`src/rtl/cfgx_pkg.sv`:
```
package cfgx_pkg;
    localparam int OFFS_W   = 16;
    localparam int HI_W     = 16;
    localparam int MAP_W    = HI_W + 1;
    localparam int ADDR_W   = OFFS_W + HI_W;
    localparam int SEL_LSB  = 11;
    localparam int SEL_W    = ADDR_W - SEL_LSB;
    localparam int DEV_W    = 5;
    localparam int FN_W     = 3;
    localparam int REG_W    = 6;
    localparam int BUS_W    = 8;
    localparam int STS_W    = 16;
    localparam int DATA_W   = 32;
    localparam int SIZE_W   = 3;
    localparam int STS_MA   = 13;
    localparam int STS_TA   = 12;

    typedef struct packed {
        logic             type1;
        logic             sel_empty;
        logic [DEV_W-1:0] dev;
        logic [FN_W-1:0]  fn;
        logic [REG_W-1:0] regno;
    } cfg_fields_t;

    typedef enum logic [1:0] {
        OUT_NONE   = 2'd0,
        OUT_CFG    = 2'd1,
        OUT_REJECT = 2'd2,
        OUT_FAULT  = 2'd3
    } outcome_t;

    // Index of the lowest set bit; scanning downward lets the lowest win.
    function automatic logic [DEV_W-1:0] lowest_set(input logic [SEL_W-1:0] v);
        logic [DEV_W-1:0] idx;
        idx = '0;
        for (int i = SEL_W - 1; i >= 0; i--) begin
            if (v[i]) idx = i[DEV_W-1:0];
        end
        return idx;
    endfunction

    function automatic logic [DATA_W-1:0] ones_for_size(input logic [SIZE_W-1:0] sz);
        case (sz)
            3'd1:    return {{(DATA_W-8){1'b0}}, 8'hFF};
            3'd2:    return {{(DATA_W-16){1'b0}}, 16'hFFFF};
            default: return {DATA_W{1'b1}};
        endcase
    endfunction
endpackage

```
`src/rtl/cfgx_split.sv`:
```
module cfgx_split
    import cfgx_pkg::*;
(
    input  logic [OFFS_W-1:0] offset,
    input  logic [MAP_W-1:0]  map_window,
    output cfg_fields_t       fields
);
    logic [ADDR_W-1:0] inter;
    logic [SEL_W-1:0]  sel;
    logic [1:0]        unused_low;

    assign inter      = {map_window[HI_W-1:0], offset};
    assign sel        = inter[ADDR_W-1:SEL_LSB];
    assign unused_low = inter[1:0];

    always_comb begin
        fields.type1     = map_window[MAP_W-1];
        fields.sel_empty = (sel == '0);
        fields.dev       = lowest_set(sel);
        fields.fn        = inter[SEL_LSB-1 -: FN_W];
        fields.regno     = inter[REG_W+1:2];
    end
endmodule

```
`src/rtl/cfgx_pack.sv`:
```
module cfgx_pack
    import cfgx_pkg::*;
(
    input  cfg_fields_t       fields,
    input  logic [BUS_W-1:0]  bus_num,
    output logic [ADDR_W-1:0] addr
);
    localparam int PAD_W = ADDR_W - 1 - BUS_W - DEV_W - FN_W - REG_W - 2;

    assign addr = {1'b1, {PAD_W{1'b0}}, bus_num, fields.dev,
                   fields.fn, fields.regno, 2'b00};
endmodule

```
`src/rtl/cfgx_translator.sv`:
```
module cfgx_translator
    import cfgx_pkg::*;
(
    input  logic              clk,
    input  logic              rst,
    input  logic              req_valid,
    input  logic              req_write,
    input  logic [SIZE_W-1:0] req_size,
    input  logic [OFFS_W-1:0] req_offset,
    input  logic [DATA_W-1:0] req_wdata,
    input  logic [MAP_W-1:0]  map_window,
    input  logic [BUS_W-1:0]  bus_num,
    input  logic [STS_W-1:0]  host_sts,
    output logic              cfg_valid,
    output logic              cfg_write,
    output logic [SIZE_W-1:0] cfg_size,
    output logic [ADDR_W-1:0] cfg_addr,
    output logic [DATA_W-1:0] cfg_wdata,
    output logic              rej_rd_valid,
    output logic [DATA_W-1:0] rej_rd_data,
    output logic              idsel_err,
    output logic              sts_we,
    output logic [STS_W-1:0]  sts_wdata
);
    cfg_fields_t       fields;
    logic [ADDR_W-1:0] addr_c;
    outcome_t          outcome_c, outcome_q;
    logic [STS_W-1:0]  sts_c;
    logic [STS_W-1:0]  abort_mask;

    cfgx_split u_split (
        .offset     (req_offset),
        .map_window (map_window),
        .fields     (fields)
    );

    cfgx_pack u_pack (
        .fields  (fields),
        .bus_num (bus_num),
        .addr    (addr_c)
    );

    // Refusal is tested before the empty-select fault.
    always_comb begin
        if (!req_valid)           outcome_c = OUT_NONE;
        else if (fields.type1)    outcome_c = req_write ? OUT_NONE : OUT_REJECT;
        else if (fields.sel_empty) outcome_c = OUT_FAULT;
        else                      outcome_c = OUT_CFG;
    end

    always_comb begin
        abort_mask         = '0;
        abort_mask[STS_MA] = 1'b1;
        abort_mask[STS_TA] = 1'b1;
        sts_c              = host_sts & ~abort_mask;
    end

    always_ff @(posedge clk) begin
        if (rst) begin
            outcome_q   <= OUT_NONE;
            cfg_write   <= 1'b0;
            cfg_size    <= '0;
            cfg_addr    <= '0;
            cfg_wdata   <= '0;
            rej_rd_data <= '0;
            sts_wdata   <= '0;
        end else begin
            outcome_q <= outcome_c;
            if (req_valid) begin
                cfg_write   <= req_write;
                cfg_size    <= req_size;
                cfg_addr    <= addr_c;
                cfg_wdata   <= req_wdata;
                rej_rd_data <= ones_for_size(req_size);
                sts_wdata   <= sts_c;
            end
        end
    end

    assign cfg_valid    = (outcome_q == OUT_CFG);
    assign sts_we       = (outcome_q == OUT_CFG);
    assign rej_rd_valid = (outcome_q == OUT_REJECT);
    assign idsel_err    = (outcome_q == OUT_FAULT);

    // idle input cycle leaves every output strobe low
    a_r12_idle_quiet: assert property (@(posedge clk) disable iff (rst)
        !req_valid |=> !cfg_valid && !rej_rd_valid && !idsel_err && !sts_we);

    // translated address always carries the enable bit
    a_r2_enable_set: assert property (@(posedge clk) disable iff (rst)
        cfg_valid |-> cfg_addr[ADDR_W-1]);

    // reserved high bits and byte bits stay zero
    a_r4_zero_fields: assert property (@(posedge clk) disable iff (rst)
        cfg_valid |-> (cfg_addr[1:0] == 2'b00) && (cfg_addr[30:24] == '0));

    // write-back never carries an abort bit
    a_r10_aborts_cleared: assert property (@(posedge clk) disable iff (rst)
        sts_we |-> !sts_wdata[STS_MA] && !sts_wdata[STS_TA]);

    // a refusal completion only ever follows a read
    a_r8_reject_is_read: assert property (@(posedge clk) disable iff (rst)
        rej_rd_valid |-> !$past(req_write));

    // refused read data always has its lowest byte all ones
    a_r7_low_byte_ones: assert property (@(posedge clk) disable iff (rst)
        rej_rd_valid |-> (rej_rd_data[7:0] == 8'hFF));

    // a fault comes only from a type-0 request
    a_r9_fault_type0: assert property (@(posedge clk) disable iff (rst)
        idsel_err |-> !$past(map_window[MAP_W-1]));
endmodule

```
`config.mk`:
```
export PLATFORM = sky130hd
export DESIGN_NAME = cfgx_translator
export DESIGN_NICKNAME = d
export VERILOG_FILES = /design/src/rtl/cfgx_pkg.sv /design/src/rtl/cfgx_split.sv /design/src/rtl/cfgx_pack.sv /design/src/rtl/cfgx_translator.sv
export SDC_FILE = /design/constraint.sdc
export NUM_CORES = 1
export LEC_CHECK = 0
export CAP_MARGIN = 5
export CORE_MARGIN = 2
export CORE_UTILIZATION = 36
export DETAILED_ROUTE_END_ITERATION = 10
export HOLD_SLACK_MARGIN = 0.12
export PLACE_DENSITY = 0.81
export RECOVER_POWER = 50
export SLEW_MARGIN = 30
export SYNTH_ARGS = -nofsm -noshare
export SYNTH_HDL_FRONTEND = slang
export SYNTH_SLANG_ARGS = --single-unit
```
`constraint.sdc`:
```
create_clock -name clk -period 2 [get_ports clk]
set_clock_uncertainty 0.15 [all_clocks]
set_input_delay 0.2 -clock clk [delete_from_list [all_inputs] [get_ports clk]]
set_output_delay 0.2 -clock clk [all_outputs]
set_load 0.01 [all_outputs]
```
# [Word level (Yosys, flattened, before mapping)]
# Index checks and enable logic that the tools add are counted.
[word_totals] elab_cells=40 regBits=107 output_inout_bits=120 input_bits=96
[classes] bitwise=1 n_mux=25 eq_ne=5 reduce_logical=2
[op_table] op="two-way mux 5 bit" n=21
[op_table] op="case mux 32 bit (2 select lines)" n=1
[op_table] op="zero test 21 bit" n=1
[op_table] op="two-way mux 2 bit" n=3
[op_table] op="equality test 2 bit (second input constant)" n=2
[op_table] op="equality test 3 x 1 -> 1 bit (second input constant)" n=1
[op_table] op="equality test 3 x 2 -> 1 bit (second input constant)" n=1
[op_table] op="equality test 2 x 1 -> 1 bit (second input constant)" n=1
[op_table] op="OR reduction 2 bit" n=1
[op_table] op="inverter 1 bit" n=1

# [Longest topological paths before layout]
[logic_depth] word_depth=21 mapped_depth=5 depth_no_buf=4

# [Cells and area by module]
# A second synthesis with hierarchy kept.
[unflattened] cells_unflattened=406 hier_area_um2=3923.8
[modules_own_cells] module="cfgx_translator" cells_per_inst=320 area_each_um2=3343.2 n_inst=1
[modules_own_cells] module="cfgx_split" cells_per_inst=52 area_each_um2=332.8 n_inst=1
[modules_own_cells] module="cfgx_pack" cells_per_inst=34 area_each_um2=247.7 n_inst=1

# [Worst setup path after synthesis]
# No wires, ideal clock.
[synth_path] path_kind="input-to-reg" from="input req_offset[11]" to="register outcome_q[1]" setup_time_ps=70 required_ps=1780 path_buffers=0 path_slack_ps=280 cell_stages=4 arrival_time_ps=1500 path_cell_list="or4_4 -> nor4b_4 -> or3b_1 -> a21oi_1"
[synth_between] elab_chain_cells=3
[synth_rtl] element="start: declaration" line_no="cfgx_translator.sv:9" rtl="input logic [OFFS_W-1:0] req_offset,"
[synth_rtl] element="zero test 21 bit" line_no="cfgx_split.sv:18" rtl="fields.sel_empty = (sel == '0);"
[synth_rtl] element="two-way mux 2 bit" line_no="cfgx_translator.sv:47" rtl="else if (fields.sel_empty) outcome_c = OUT_FAULT;"
[synth_rtl] element="two-way mux 2 bit" line_no="cfgx_translator.sv:46" rtl="else if (fields.type1) outcome_c = req_write ? OUT_NONE : OUT_REJECT;"
[synth_rtl] element="end signal: assignment" line_no="cfgx_translator.sv:68" rtl="outcome_q <= outcome_c;"
[synth_rtl] element="end: declaration" line_no="cfgx_translator.sv:27" rtl="outcome_t outcome_c, outcome_q;"
# Every way passes these cells.
# A chain may end at the register's enable or synchronous reset.

# [Worst setup path in the final report]
[layout_path] from="input map_window[2]" to="register outcome_q[1]"
[layout_between] elab_chain_cells=3
[layout_rtl] element="start: declaration" line_no="cfgx_translator.sv:11" rtl="input logic [MAP_W-1:0] map_window,"
[layout_rtl] element="zero test 21 bit" line_no="cfgx_split.sv:18"
[layout_rtl] element="two-way mux 2 bit" line_no="cfgx_translator.sv:47"
[layout_rtl] element="two-way mux 2 bit" line_no="cfgx_translator.sv:46"
# Every way passes these cells.

==> qor.txt <==
vias in the first global route = 2,911
LEAKAGE = 2.33 nW
CTS tree = yes
Fill cells = 755
synth top area cells = dfxtp_1 47%, mux2i_1 20%, buf_4 9.6%, nor2_1 9.1%, clkbuf_1 1.0%
CP endpoint kind = flop
clock buffer depth = 2
initial antenna violation count = 0
met3 usage = 4.36%
Critical Path Source Type = input port
slowest stage cell on the critical path = or4_4
HP Class = in -> reg
RSZ-0062 raised after global routing = no
worst setup path startpoint = map_window[2]
Slew Limit Fails = 0
post-route ant nets = 0
yosys warns = 0
Placer Congestion = 0.863
Total Routed Length = 8930 µm
Worst EP arrival = 2.04 ns
Antenna Cells = 0
Via density = 4.66
first-pass GRT wire length = 14,200 µm
total number of vias = 2,971
Synth Area in Adders = 0%
Finished Core Util = 62.0%
Clock transition at path regs = 0.08 ns
Yosys cell types = 34
die width = 99.4 µm
synthesized area = 0.00327 mm²
status = finished, final reports clean
sequential area share after synthesis = 47.1%
Slew HR = 37.9%
root buffer cell = clkbuf_8
share of layout cells above drive strength 1 = 8.32%
number of max-cap violations = 0
post-synthesis simple-gate area fraction = 15.4%
Post-Syn Instances = 341
Peak VDD IR = 477 µV
reg2reg start = rej_rd_data[30]
met2 usage = 32.8%
most common cell after layout, fill and taps aside = clkdlybuf4s50_1
wire per inst = 14.0 µm
GR Util met1 = 19.7%
Max stage delay on crit path = 0.58 ns
HPWL after DPL = 6790 µm
Synth Area in Compound Gates = 4.74%
TNS Setup = 0 ns
Port Buffers = 200
critical path peak fanout = 4
Initial Util = 37.4%
CTS H-Tree Depth = 3
post-synthesis xor/xnor area fraction = 0.267%
largest family of logic cells by synthesized area = multiplexers
drc violations = 0
fin crit share = 96.2%
Core ar. = 0.00876 mm²
leading area contributor after synthesis = dfxtp_1
Yosys reg bits = 77
fmax = 520 MHz
Rows = 34
Total GRT Usage = 17.8%
largest net degree at the start of global routing = 46
PwrDens = 675 mW/mm²
Clock Latency Late Sink = 0.33 ns
CP cell instances = clkdlybuf4s50_1 > or4_4 > nor4b_4 > or3b_1 > a21oi_1
Critical Path RT = 2.11 ns
CTS Sinks = 77
commonest cells after routing, fill and taps aside = 176 x clkdlybuf4s50_1, 79 x nor2_1, 76 x dfxtp_1, 66 x mux2i_1, 23 x dlygate4sd3_1
post-synthesis area per instance = 9.60 µm²
die area = 0.00987 mm²
busiest layer in global routing = met2
Setup CP Type = in -> reg
minimum clock period = 1.92 ns
Setup-failing EPs final = 0
global route overflow = 0
Tightest Pin Transition = 0.932 ns
Num CTS Buffers = 9
Synth-to-Final Area Change = 65.8%
mux contribution to synthesized area = 20.2%
DRT Pass-1 Iters = 5
Post-layout nets = 620
initial DRC count = 62
Synth top area share = 47.1%
Die Y = 99.4 µm
Final Hold Vio Count = 0
num ports = 216
Worst Hold Launch = req_valid
kinds of logic after synthesis:
logic type	count (synthesis)
other cells	1
simple gates	109
buf+inv	64
flops	77
mux	66
xor+xnor	1
compound gates	23
worst paths after layout:
path,slack (ns),depth (start not counted),to
min,0.13,3,cfg_addr[15]
max reg2reg,0.99,2,rej_rd_data[30]
max,0.08,5,outcome_q[1]
min reg2reg,0.31,2,cfg_addr[15]
final cells by class:
cell class / instances / area, µm² / area share (%)
Timing Repair Buffer: 221 / 2160 / 39.8
Tap cell: 108 / 135 / 2.49
Clock inverter: 7 / 80.1 / 1.47
Sequential cell: 77 / 1540 / 28.4
Clock buffer: 9 / 124 / 2.28
Inverter: 5 / 18.8 / 0.346
Multi-Input combinational cell: 210 / 1370 / 25.2
flip-flops by register name, summed over array words and instances (netlist names):
register,cells
cfg_addr,22
cfg_size,3
cfg_wdata,32
cfg_write,1
outcome_q,2
rej_rd_data,3
sts_wdata,14
synthesized netlist by cell type (all sizes together):
cell and instances:
o21ba 1, nand2b 2, nor2b 4, nor4 4
or2b 1, o31ai 1, a2111oi 2, o211a 1
a21boi 1, a311oi 1, clkbuf 9, inv 5
nand3 1, or3b 1, o32ai 3, dfxtp 77
buf 50, nor2 79, conb 1, or4 5
nor3 5, nor4b 1, mux2i 66, o21ai 6
or2 1, a211oi 1, nand2 4, and2 1
xnor2 1, a21oi 6
stage by stage:
step                std cells  instance area, µm²  setup WS, ns  power [mW]  hold slack, ns
floorplan                 351                3310         0.280        2.06           0.122
global placement          620                5220        -0.232        2.49           0.299
global route              637                5430        0.0324        3.85           0.143
finish                    637                5430        0.0757        3.66           0.131
CTS                       637                5440        0.0889        3.73           0.121
detailed placement        620                5220        -0.266        2.51           0.309
layer usage:
| metal | share of wire (%) | wire (µm) | vias to the layer above |
|---|---|---|---|
| met3 | 6.8 | 609 | 15 |
| met2 | 52 | 4680 | 129 |
| met1 | 39 | 3500 | 1364 |
| met4 | 1.7 | 152 | 0 |
| met5 | 0 | 0 | - |
| li1 | - | - | 1463 |
worst max-delay path: cells and delay by family:
| kind | cells | cell delay [ns] |
|---|---|---|
| and+or+nand+nor | 3 | 1.24 |
| buffers and inverters | 1 | 0.46 |
| AOI/OAI and AO/OA | 1 | 0.14 |
power by group:
part | internal, mW | switching (mW) | total (mW) | leakage, nW
logic | 0.483 | 0.303 | 0.785 | 1.60
registers | 1.62 | 0.0541 | 1.68 | 0.636
clock network | 0.594 | 0.608 | 1.20 | 0.0973
total | 2.70 | 0.965 | 3.66 | 2.33
repair_timing:
action,in CTS,in global routing
hold buffers,1,0
endpoints found under the setup margin,16,0
buffers inserted,0,0
endpoints found under the hold margin,2,0
gates resized for setup,1,0
Note: power is estimated with default switching activity, not from simulation.
